**config.mk**
```make
export PLATFORM = sky130hd
export DESIGN_NAME = dotacc_unit
export DESIGN_NICKNAME = d
export VERILOG_FILES = /design/src/rtl/dotacc_pkg.sv /design/src/rtl/dotacc_ctrl.sv /design/src/rtl/dotacc_datapath.sv /design/src/rtl/dotacc_unit.sv
export SDC_FILE = /design/constraint.sdc
export NUM_CORES = 1
export LEC_CHECK = 0
export BUFFER_PORTS_ARGS = -buffer_cell sky130_fd_sc_hd__buf_2
export CAP_MARGIN = 15
export CORE_UTILIZATION = 37
export CTS_CLUSTER_SIZE = 30
export DETAILED_ROUTE_END_ITERATION = 6
export PLACE_DENSITY = 0.56
export SKIP_CTS_REPAIR_TIMING = 1
export SYNTH_ARGS = -nofsm -noshare
export SYNTH_HDL_FRONTEND = slang
export SYNTH_HIERARCHICAL = 1
export SYNTH_SLANG_ARGS = --single-unit
```
**constraint.sdc**
```tcl
create_clock -name clk -period 7.2 [get_ports clk]
set_clock_uncertainty 0.05 [all_clocks]
set_input_delay 0.36 -clock clk [delete_from_list [all_inputs] [get_ports clk]]
set_output_delay 0.36 -clock clk [all_outputs]
set_load 0.005 [all_outputs]
```
**src/rtl/dotacc_pkg.sv**
```systemverilog
package dotacc_pkg;
  localparam int unsigned XLEN      = 32;
  localparam int unsigned LANE_W    = 8;
  localparam int unsigned NUM_LANES = XLEN / LANE_W;
  localparam int unsigned PROD_W    = 2 * LANE_W;
  localparam int unsigned REG_IDX_W = 5;
  localparam int unsigned RD_LSB    = 7;

  localparam logic [6:0] OPC_VAL = 7'b1111011;
  localparam logic [2:0] F3_VAL  = 3'b001;
  localparam logic [6:0] F7_VAL  = 7'b1001100;

  // Fixed-field mask and value: opcode [6:0], funct3 [14:12], funct7 [31:25]
  localparam logic [31:0] MATCH_MASK  = {7'h7F, 10'h000, 3'h7, 5'h00, 7'h7F};
  localparam logic [31:0] MATCH_VALUE = {F7_VAL, 10'h000, F3_VAL, 5'h00, OPC_VAL};

  typedef struct packed {
    logic capture;   // accepted instruction: load datapath registers
    logic destLive;  // destination index is non-zero
  } dotCtrl_t;
endpackage

```
**src/rtl/dotacc_ctrl.sv**
```systemverilog
module dotacc_ctrl
  import dotacc_pkg::*;
(
  input  logic        clk,
  input  logic        rstN,
  input  logic        inValid,
  input  logic [31:0] instrWord,
  output logic        hitFlag,
  output dotCtrl_t    ctrl,
  output logic        resultValid,
  output logic        wrEn
);
  logic validQ;
  logic wrEnQ;

  assign hitFlag       = (instrWord & MATCH_MASK) == MATCH_VALUE;
  assign ctrl.capture  = inValid & hitFlag;
  assign ctrl.destLive = |instrWord[RD_LSB +: REG_IDX_W];

  always_ff @(posedge clk) begin
    if (!rstN) begin
      validQ <= 1'b0;
      wrEnQ  <= 1'b0;
    end else begin
      validQ <= ctrl.capture;
      wrEnQ  <= ctrl.capture & ctrl.destLive;
    end
  end

  assign resultValid = validQ;
  assign wrEn        = wrEnQ;

  assert_latency_R6: assert property (@(posedge clk) disable iff (!rstN)
    (inValid && hitFlag) |=> resultValid);

  assert_no_pulse_R5: assert property (@(posedge clk) disable iff (!rstN)
    !(inValid && hitFlag) |=> !resultValid);
endmodule

```
**src/rtl/dotacc_datapath.sv**
```systemverilog
module dotacc_datapath
  import dotacc_pkg::*;
#(
  parameter int unsigned DATA_W  = XLEN,
  parameter int unsigned LANE_BW = LANE_W,
  parameter int unsigned IDX_W   = REG_IDX_W
)(
  input  logic              clk,
  input  logic              rstN,
  input  dotCtrl_t          ctrl,
  input  logic [DATA_W-1:0] srcA,
  input  logic [DATA_W-1:0] srcB,
  input  logic [DATA_W-1:0] accIn,
  input  logic [IDX_W-1:0]  destField,
  output logic [DATA_W-1:0] resultOut,
  output logic [IDX_W-1:0]  destIdx
);
  localparam int unsigned LANES = DATA_W / LANE_BW;
  localparam int unsigned PW    = 2 * LANE_BW;

  logic [PW-1:0]     laneProd [LANES];
  logic [DATA_W-1:0] dotSum;
  logic [DATA_W-1:0] nextResult;
  logic [DATA_W-1:0] resultQ;
  logic [IDX_W-1:0]  destQ;

  for (genvar g = 0; g < LANES; g++) begin : gLane
    assign laneProd[g] = PW'(srcA[g*LANE_BW +: LANE_BW]) * PW'(srcB[g*LANE_BW +: LANE_BW]);
  end

  always_comb begin
    dotSum = '0;
    for (int i = 0; i < LANES; i++) begin
      dotSum = dotSum + DATA_W'(laneProd[i]);
    end
    nextResult = accIn + dotSum;
  end

  always_ff @(posedge clk) begin
    if (!rstN) begin
      resultQ <= '0;
      destQ   <= '0;
    end else if (ctrl.capture) begin
      resultQ <= nextResult;
      destQ   <= destField;
    end
  end

  assign resultOut = resultQ;
  assign destIdx   = destQ;

  assert_hold_R5: assert property (@(posedge clk) disable iff (!rstN)
    !ctrl.capture |=> ($stable(resultQ) && $stable(destQ)));

  assert_zero_lanes_R3: assert property (@(posedge clk) disable iff (!rstN)
    (ctrl.capture && srcA == '0) |=> (resultQ == $past(accIn)));
endmodule

```
**src/rtl/dotacc_unit.sv**
```systemverilog
module dotacc_unit
  import dotacc_pkg::*;
(
  input  logic        clk,
  input  logic        rstN,
  input  logic        inValid,
  input  logic [31:0] instrWord,
  input  logic [31:0] srcA,
  input  logic [31:0] srcB,
  input  logic [31:0] accIn,
  output logic        hitFlag,
  output logic [31:0] resultOut,
  output logic [4:0]  destIdx,
  output logic        resultValid,
  output logic        wrEn
);
  dotCtrl_t ctrl;

  dotacc_ctrl ctrl_i (
    .clk(clk), .rstN(rstN), .inValid(inValid), .instrWord(instrWord),
    .hitFlag(hitFlag), .ctrl(ctrl), .resultValid(resultValid), .wrEn(wrEn)
  );

  dotacc_datapath #(.DATA_W(XLEN), .LANE_BW(LANE_W), .IDX_W(REG_IDX_W)) dp_i (
    .clk(clk), .rstN(rstN), .ctrl(ctrl), .srcA(srcA), .srcB(srcB), .accIn(accIn),
    .destField(instrWord[RD_LSB +: REG_IDX_W]), .resultOut(resultOut), .destIdx(destIdx)
  );

  assert_wren_match_R8: assert property (@(posedge clk) disable iff (!rstN)
    resultValid |-> (wrEn == (destIdx != 5'd0)));

  assert_wren_needs_valid_R8: assert property (@(posedge clk) disable iff (!rstN)
    wrEn |-> resultValid);
endmodule

```
### Word level (Yosys, flattened, before mapping)

Index checks and enable logic that the tools add are counted.

* reductions and logical operators: 1
* $mul: 4
* $add $sub $neg: 4
* bitwise logic cells: 2
* equality and inequality tests: 1

Operators by type and width (number)
* $add 32x16->32: 2
* $mul 8x8->16: 4
* $add 32x32->32: 1
* $add 16x16->17: 1
* $eq 17x17->1 const B: 1
* $reduce_or 5->1: 1
* $and 1x1->1: 2

* output and inout port bits: 40
* register bits: 39

### Logic depth before layout (Yosys ltp)

Gate-level depths: netlist of the first run.

* depth after elaboration: 5
* gate-level depth with buffers: 26

### By module

Netlist of the first run, hierarchy kept.

Modules (own cells, without submodules)
* dotacc_datapath: cells each 1261, area each 11407.2 um2, times used 1
* dotacc_ctrl: cells each 17, area each 147.6 um2, times used 1

### Worst setup path after synthesis of the first run

Ideal clock, no wire load.

* path kind: input -> register
* start: input port srcB[0]
* end: register dp_i.resultQ[28] (netlist: dp_i/resultOut[28])
* setup time: 0.074 ns
* data arrival time: 6.601 ns
* stages: 23
* required time: 7.076 ns
* setup slack: 0.475 ns
* path through: clkbuf_1 > nand2_1 > fa_1 > fa_1 > inv_1 > fa_1 > inv_1 > fa_1 > inv_1 > fa_1 > fa_1 > fa_1 > inv_1 > fa_1 > inv_1 > ha_1 > clkbuf_1 > o21a_1 > a31oi_2 > o31a_1 > buf_6 > or4_1 > a31oi_1

* cells in the longest elaborated chain, start to end: 5

Ends and longest elaborated chain
* start, declared: RTL line dotacc_unit.sv:9 `input logic [31:0] srcB,`
* $mul 8x8->16: RTL line dotacc_datapath.sv:28 `assign laneProd[g] = PW'(srcA[g*LANE_BW +: LANE_BW]) * PW'(srcB[g*LANE_BW +: LANE_BW]);`
* $add 16x16->17: RTL line dotacc_datapath.sv:34 `dotSum = dotSum + DATA_W'(laneProd[i]);`
* $add 32x16->32 (2 in series): RTL line dotacc_datapath.sv:34
* $add 32x32->32: RTL line dotacc_datapath.sv:36 `nextResult = accIn + dotSum;`
* end signal, assigned: RTL line dotacc_datapath.sv:44 `resultQ <= nextResult;`
* end, declared: RTL line dotacc_datapath.sv:24 `logic [DATA_W-1:0] resultQ;`

Every way passes these cells.
A chain may end at the register's enable or synchronous reset.

### Worst setup path after layout of the first run

* start: input port srcA[6]
* end: register dp_i.resultQ[31] (netlist: dp_i/resultOut[31])

* cells in the longest elaborated chain, start to end: 5

Ends and longest elaborated chain
* start, declared: RTL line dotacc_unit.sv:8 `input logic [31:0] srcA,`
* $mul 8x8->16: RTL line dotacc_datapath.sv:28
* $add 16x16->17: RTL line dotacc_datapath.sv:34
* $add 32x16->32 (2 in series): RTL line dotacc_datapath.sv:34
* $add 32x32->32: RTL line dotacc_datapath.sv:36

Every way passes these cells.

==> results of run 1 <==
[cells in the mapped netlist (4+ instances only)]
| cell type | instances |
|---|---|
| inv_1 | 348 |
| fa_1 | 242 |
| and2_1 | 171 |
| ha_1 | 127 |
| nand2_1 | 117 |
| dfxtp_1 | 39 |
| o21ai_0 | 29 |
| nor2_1 | 27 |
| a21oi_1 | 19 |
| a31oi_1 | 13 |
| clkbuf_1 | 13 |
| mux2i_1 | 13 |
| nand3_1 | 13 |
| and3_1 | 8 |
| a21o_1 | 7 |
| or3_1 | 7 |
| nor3_1 | 6 |
| o31ai_1 | 5 |
| or4_1 | 5 |
| xnor2_1 | 5 |
| nand4_1 | 4 |
| o21a_1 | 4 |
[metrics by stage]
stage / area, um^2 / hold slack (ns) / util / std cells
global route: 13000 / 0.282 / 0.425 / 1836
global placement: 12900 / 0.388 / 0.419 / 1827
detailed placement: 12900 / 0.395 / 0.419 / 1827
floorplan: 11600 / 0.399 / - / 1278
finish: 13000 / 0.270 / 0.425 / 1836
CTS: 13000 / 0.267 / 0.425 / 1835
[layer usage]
metal,vias up,wire length [um],global-route usage
met1,4354,12600,0.256
li1,4178,-,-
met4,0,156,0.0187
met5,-,0,0
met2,134,13000,0.291
met3,13,828,0.0191
[sequential cells by signal, indices dropped and copies added, names as in the netlist]
name	flops
dp_i/resultOut	32
ctrl_i/wrEn	1
ctrl_i/resultValid	1
dp_i/destIdx	5
[cells by family (layout without fill, tap and decap cells)]
group                      Yosys count  count (layout)
and+or+nand+nor                    379             379
AOI/OAI and AO/OA                  106             106
buffers and inverters              365             526
xor gates and xnor gates             7               7
muxes                               13              13
other                                0               1
adders and majority gates          369             369
DFF                                 39              39
[worst max-delay path, stage by stage]
cell	delay [ns]
buf_2	0.17
and2_1	0.18
fa_1	0.54
inv_1	0.05
fa_1	0.47
inv_1	0.05
fa_1	0.48
inv_1	0.07
fa_1	0.53
inv_1	0.05
fa_1	0.48
fa_1	0.45
fa_1	0.51
inv_1	0.05
fa_1	0.47
inv_1	0.04
ha_1	0.33
and3_1	0.24
and3_1	0.20
a21boi_2	0.29
nor4_4	0.05
buf_4	0.17
or4_1	0.50
a31oi_1	0.16
[cell type report]
type	count	area (um^2)
Antenna cell	1	2.50
Clock buffer	5	125
Clock inverter	3	43.8
Fill cell	3143	17600
Inverter	348	1310
Multi-Input combinational cell	874	9400
Sequential cell	39	781
Tap cell	396	495
Timing Repair Buffer	170	876
[path summary, 6_finish.rpt]
check / endpoint / slack (ns)
setup / recovery: dp_i/resultOut[31]$_SDFFE_PN0P_ / 0.45
hold / removal: dp_i/destIdx[4]$_SDFFE_PN0P_ / 0.27
setup reg to reg: dp_i/resultOut[19]$_SDFFE_PN0P_ / 6.46
hold reg to reg: dp_i/resultOut[12]$_SDFFE_PN0P_ / 0.41
==> metrics.md, run 1 <==
| Metric | Value |
|---|---|
| Outcome | `finished clean` |
| Post-synthesis compound-gate area fraction | `0.0614` |
| Final hold vios | `0` |
| Kind of critical path | `input port to register` |
| Worst reg2reg path depth | `2` |
| Routed WL | `~27000 um` |
| Syn Inst Count | `1278` |
| ANT nets after route | `0` |
| Slew HR | `0.493` |
| Synth Net Count | `approximately 1800` |
| FF-to-FF Start | `dp_i/resultOut[19]$_SDFFE_PN0P_` |
| Setup Viol. Count Final | `0` |
| Clk_lat worst skew | `0.28 ns` |
| Slew Limit Fails | `0` |
| Unrepaired setup endpoints after global routing | `no` |
| Die Y | `179 um` |
| Worst path required time | `around 7.4 ns` |
| Clk sinks | `39` |
| Post-synth EDFFs | `0` |
| Pre-CTS setup slack | `0.146 ns` |
| Drt wl/cell | `between 10 and 15 um` |
| Post-Synth Simple-Gate Area | `0.178` |
| Synth area leader | `fa_1` |
| Crit path max fanout | `9` |
| Core footprint | `approximately 31000 um^2` |
| Ys flop type | `dfxtp_1` |
| Register bit total from synthesis | `39` |
| Most frequent cells in the layout | `348 x inv_1, 242 x fa_1, 171 x and2_1` |
| CTS clock-pin slew for the worst setup and hold paths | `~0.070 ns` |
| Minimum clock period | `slightly below 7 ns` |
| Largest net degree at the start of global routing | `28` |
| CTS max path bufs | `2` |
| Worst Setup Start Kind | `input port` |
| Drt first pass iters | `5` |
| GRT Overall Usage | `0.176` |
| Share of post-route cells with drive strength above 1 | `0.136` |
| Synth Area in XOR/XNOR | `0.00531` |
| Fraction of the yosys area taken by sequential cells | `0.0676` |
| Crit path from | `srcA[6]` |
| Post-synthesis async set-or-reset flop share | `0` |
| Initial antenna violation count | `1` |
| CTS Buf Count | `5` |
| CTS root buffer | `clkbuf_16` |
| Yosys cell types | `61` |
| FMAX | `~0.15 GHz` |
| Synthesized area | `11600 um^2` |
| Final nets | `~1900` |
| HP Start | `instrWord[11]` |
| Synth Area in Adders | `0.557` |
| Input/output buffers | `160` |
| Least-Margin Pin Slew | `approximately 0.76 ns` |
| Vias | `between 8000 and 9000` |
| Clock tree from TritonCTS | `built` |
| Synth top area share | `0.419` |
| Initial DRC Count | `around 390` |
| Die ar. | `about 32000 um^2` |
| Mux cell area share after synthesis | `0.0113` |
| Number of remaining DRC errors | `0` |
| Area delta synth->final | `12.7%` |
| Vias in the first global route | `just under 9000` |
| Initial Utilization | `0.377` |
| Main area contributors after synthesis | `fa_1 42%, ha_1 14%, inv_1 11%` |
| FP Rows | `64` |
| CTS H-tree lvls | `2` |
| Syn_area_per_cell | `around 9.0 um^2` |
| Crit end category | `register` |
| Die X | `~180 um` |
| PnR worst setup slack | `roughly 0.45 ns` |
| Max cap viols | `0` |
| Final TNS setup | `0 ns` |
| Min-Delay Path Depth | `3` |
| Most common cell after layout, fill and taps aside | `inv_1` |
| Ports | `171` |
| Part of the cycle the worst path needs | `0.937` |
| First-pass GRT wire length | `44100 um` |
| Routability cong. | `approximately 0.85` |
| Worst hold path type | `input port to register` |
| Critical Path AT | `approximately 6.9 ns` |
| Warnings from Yosys | `6` |
| Largest family of logic cells by synthesized area | `adder cells` |
| Vias per std cell | `4.73` |
| GR Overflow Total | `0` |
| Dpl hpwl | `23900 um` |
Power of run 1 is left out: the tool's default activity adds up to more than one toggle a clock period on the data nets, which glitch-free logic cannot reach.
==> run 2, diff against run 1 <==
- BUFFER_PORTS_ARGS: -buffer_cell sky130_fd_sc_hd__buf_2 -> unset
- DONT_BUFFER_PORTS: unset -> 1
- PLACE_DENSITY: 0.56 -> 0.49
- SLEW_MARGIN: unset -> 10
- clock period: 7.2 -> 8.4 ns (I/O delays scaled with it)
==> metrics.md, run 2 (synthesis gave the netlist of run 1 again) <==
| Metric | Value |
|---|---|
| Clock tree from TritonCTS | `built (unchanged)` |
| Final TNS setup | `0 ns (unchanged)` |
| First-pass GRT wire length | `43200 um (was 44100 um)` |
| Die Y | `179 um (unchanged)` |
| Max cap viols | `0 (unchanged)` |
| R2r endpoint | `dp_i/resultOut[19]$_SDFFE_PN0P_ (unchanged)` |
| Kind of critical path | `input port to register (unchanged)` |
| Critical Path AT | `6.84 ns (was 6.92 ns)` |
| Final nets | `1769 (was 1938)` |
| Slew HR | `0.485 (was 0.493)` |
| Most frequent cells in the layout | `348 x inv_1, 242 x fa_1, 171 x and2_1 (unchanged)` |
| Area of the multi-input gates | `9400 um^2 (unchanged)` |
| GRT Overall Usage | `0.176 (about the same)` |
| R2R Setup Slk | `7.59 ns (was 6.46 ns)` |
| Drt wl/cell | `15.9 um (was 14.5 um)` |
| CP max-delay cell | `or4_1 (was fa_1)` |
| Area delta synth->final | `4.95% (was 12.7%)` |
| CP bufs+invs | `6 (was 8)` |
| Crit-path cells | `and2_1, fa_1, inv_1, fa_1, inv_1, fa_1, inv_1, fa_1, inv_1, fa_1, fa_1, fa_1, inv_1, fa_1, inv_1, ha_1, o21ai_2, o21ai_4, a31oi_2, o31a_1, or4_1, a31oi_1 (was buf_2, and2_1, fa_1, inv_1, fa_1, inv_1, fa_1, inv_1, fa_1, inv_1, fa_1, fa_1, fa_1, inv_1, fa_1, inv_1, ha_1, and3_1, and3_1, a21boi_2, nor4_4, buf_4, or4_1, a31oi_1)` |
| Max reg flops | `32 (unchanged)` |
| Vias per std cell | `4.82 (was 4.73)` |
| Minimum clock period | `roughly 6.7 ns` |
| Part of the cycle the worst path needs | `0.795` |
| Most common cell on crit path | `fa_1 (unchanged)` |
| Worst hold path type | `input port to register (unchanged)` |
| Input/output buffers | `0 (was 160)` |
| Initial antenna violation count | `0 (was 1)` |
| CTS H-tree lvls | `2 (unchanged)` |
| Setup Viol. Count Final | `0 (unchanged)` |
| WP depth | `22 (was 24)` |
| Clk_lat worst skew | `0.28 ns (about the same)` |
| Worst path required time | `8.57 ns (was 7.37 ns)` |
| Worst reg2reg path depth | `2 (unchanged)` |
| Critical Path Sink | `dp_i/resultOut[28]$_SDFFE_PN0P_ (was dp_i/resultOut[31]$_SDFFE_PN0P_)` |
| Sequential standard cell area | `781 um^2 (unchanged)` |
| FMAX | `between 0.1 and 0.15 GHz` |
| Initial DRC Count | `354 (was 391)` |
| Final hold vios | `0 (unchanged)` |
| Least-Margin Pin Slew | `0.772 ns (was 0.760 ns)` |
| Dpl hpwl | `24100 um (was 23900 um)` |
| Slew Limit Fails | `0 (unchanged)` |
| Largest net degree at the start of global routing | `47 (was 28)` |
| Worst Setup Start Kind | `input port (unchanged)` |
| Antenna Cells | `0 (was 1)` |
| Fillers | `3179 (was 3143)` |
| Outcome | `finished clean (unchanged)` |
| Crit path max fanout | `11 (was 9)` |
| Die X | `179 um (unchanged)` |
| CTS clock-pin slew for the worst setup and hold paths | `0.06 ns (was 0.07 ns)` |
| ANT nets after route | `0 (unchanged)` |
| CTS Buf Count | `5 (unchanged)` |
| FP Rows | `64 (unchanged)` |
| Number of remaining DRC errors | `0 (unchanged)` |
| Clk sinks | `39 (unchanged)` |
| Routability cong. | `0.810 (was 0.852)` |
| Initial Utilization | `0.377 (unchanged)` |
| Share of post-route cells with drive strength above 1 | `0.0197 (was 0.136)` |
| Unrepaired setup endpoints after global routing | `no (unchanged)` |
| Worst path max stage delay | `0.55 ns (was 0.54 ns)` |
| Vias in the first global route | `8081 (was 8716)` |
| Die ar. | `31900 um^2 (unchanged)` |
| Drt first pass iters | `5 (unchanged)` |
| Min-Delay Path Depth | `2 (was 3)` |
| Routed WL | `26600 um (about the same)` |
| Core footprint | `30700 um^2 (unchanged)` |
| CTS max path bufs | `2 (unchanged)` |
| FF-to-FF Start | `dp_i/resultOut[19]$_SDFFE_PN0P_ (unchanged)` |
| Most common cell after layout, fill and taps aside | `inv_1 (unchanged)` |
| Family with the most delay on the worst path | `adder cells (unchanged)` |
| Crit end category | `register (unchanged)` |
| Vias | `8018 (was 8679)` |
| GR Overflow Total | `0 (unchanged)` |
| Ports | `171 (unchanged)` |
| Crit path from | `srcB[2] (was srcA[6])` |
| CTS root buffer | `clkbuf_16 (unchanged)` |
run 2: worst min path at each step:
stage,from,end,slack (ns)
finish,rstN,dp_i/resultOut[24]$_SDFFE_PN0P_,0.22
global route,rstN,dp_i/resultOut[29]$_SDFFE_PN0P_,0.21
CTS,rstN,dp_i/resultOut[24]$_SDFFE_PN0P_,0.21
detailed placement,dp_i/resultOut[12]$_SDFFE_PN0P_,dp_i/resultOut[12]$_SDFFE_PN0P_,0.45
global placement,dp_i/resultOut[12]$_SDFFE_PN0P_,dp_i/resultOut[12]$_SDFFE_PN0P_,0.44
floorplan,dp_i/resultOut[18]$_SDFFE_PN0P_,dp_i/resultOut[18]$_SDFFE_PN0P_,0.40
run 2: metal layers:
| metal | global-route usage | part of all wire | vias up |
|---|---|---|---|
| met5 | 0 | 0 | - |
| li1 | - | - | 3835 |
| met2 | 0.282 | 0.48 | 135 |
| met3 | 0.0312 | 0.050 | 2 |
| met4 | 0.00742 | 0.00053 | 0 |
| met1 | 0.258 | 0.47 | 4046 |
run 2: final cells by class:
class                      instances  share of cell area
clock buffer                       5              0.0103
clock inverter                     2             0.00113
inverter                         348               0.108
multi-input combinational        874               0.775
sequential                        39              0.0644
tap                              396              0.0409
timing repair buffer               1            0.000619
run 2: metrics by stage:
stage	std cells	hold WS, ns	worst slack [ns]	cell area, um^2	utilization
2_1_floorplan	1278	0.399	1.61	11600	-
3_3_place_gp	1658	0.437	1.44	12000	0.391
3_5_place_dp	1658	0.446	1.44	12000	0.391
4_1_cts	1665	0.209	1.71	12100	0.395
5_1_grt	1665	0.211	1.43	12100	0.395
6_report	1665	0.223	1.72	12100	0.395
Power of run 2 is left out for the same reason.
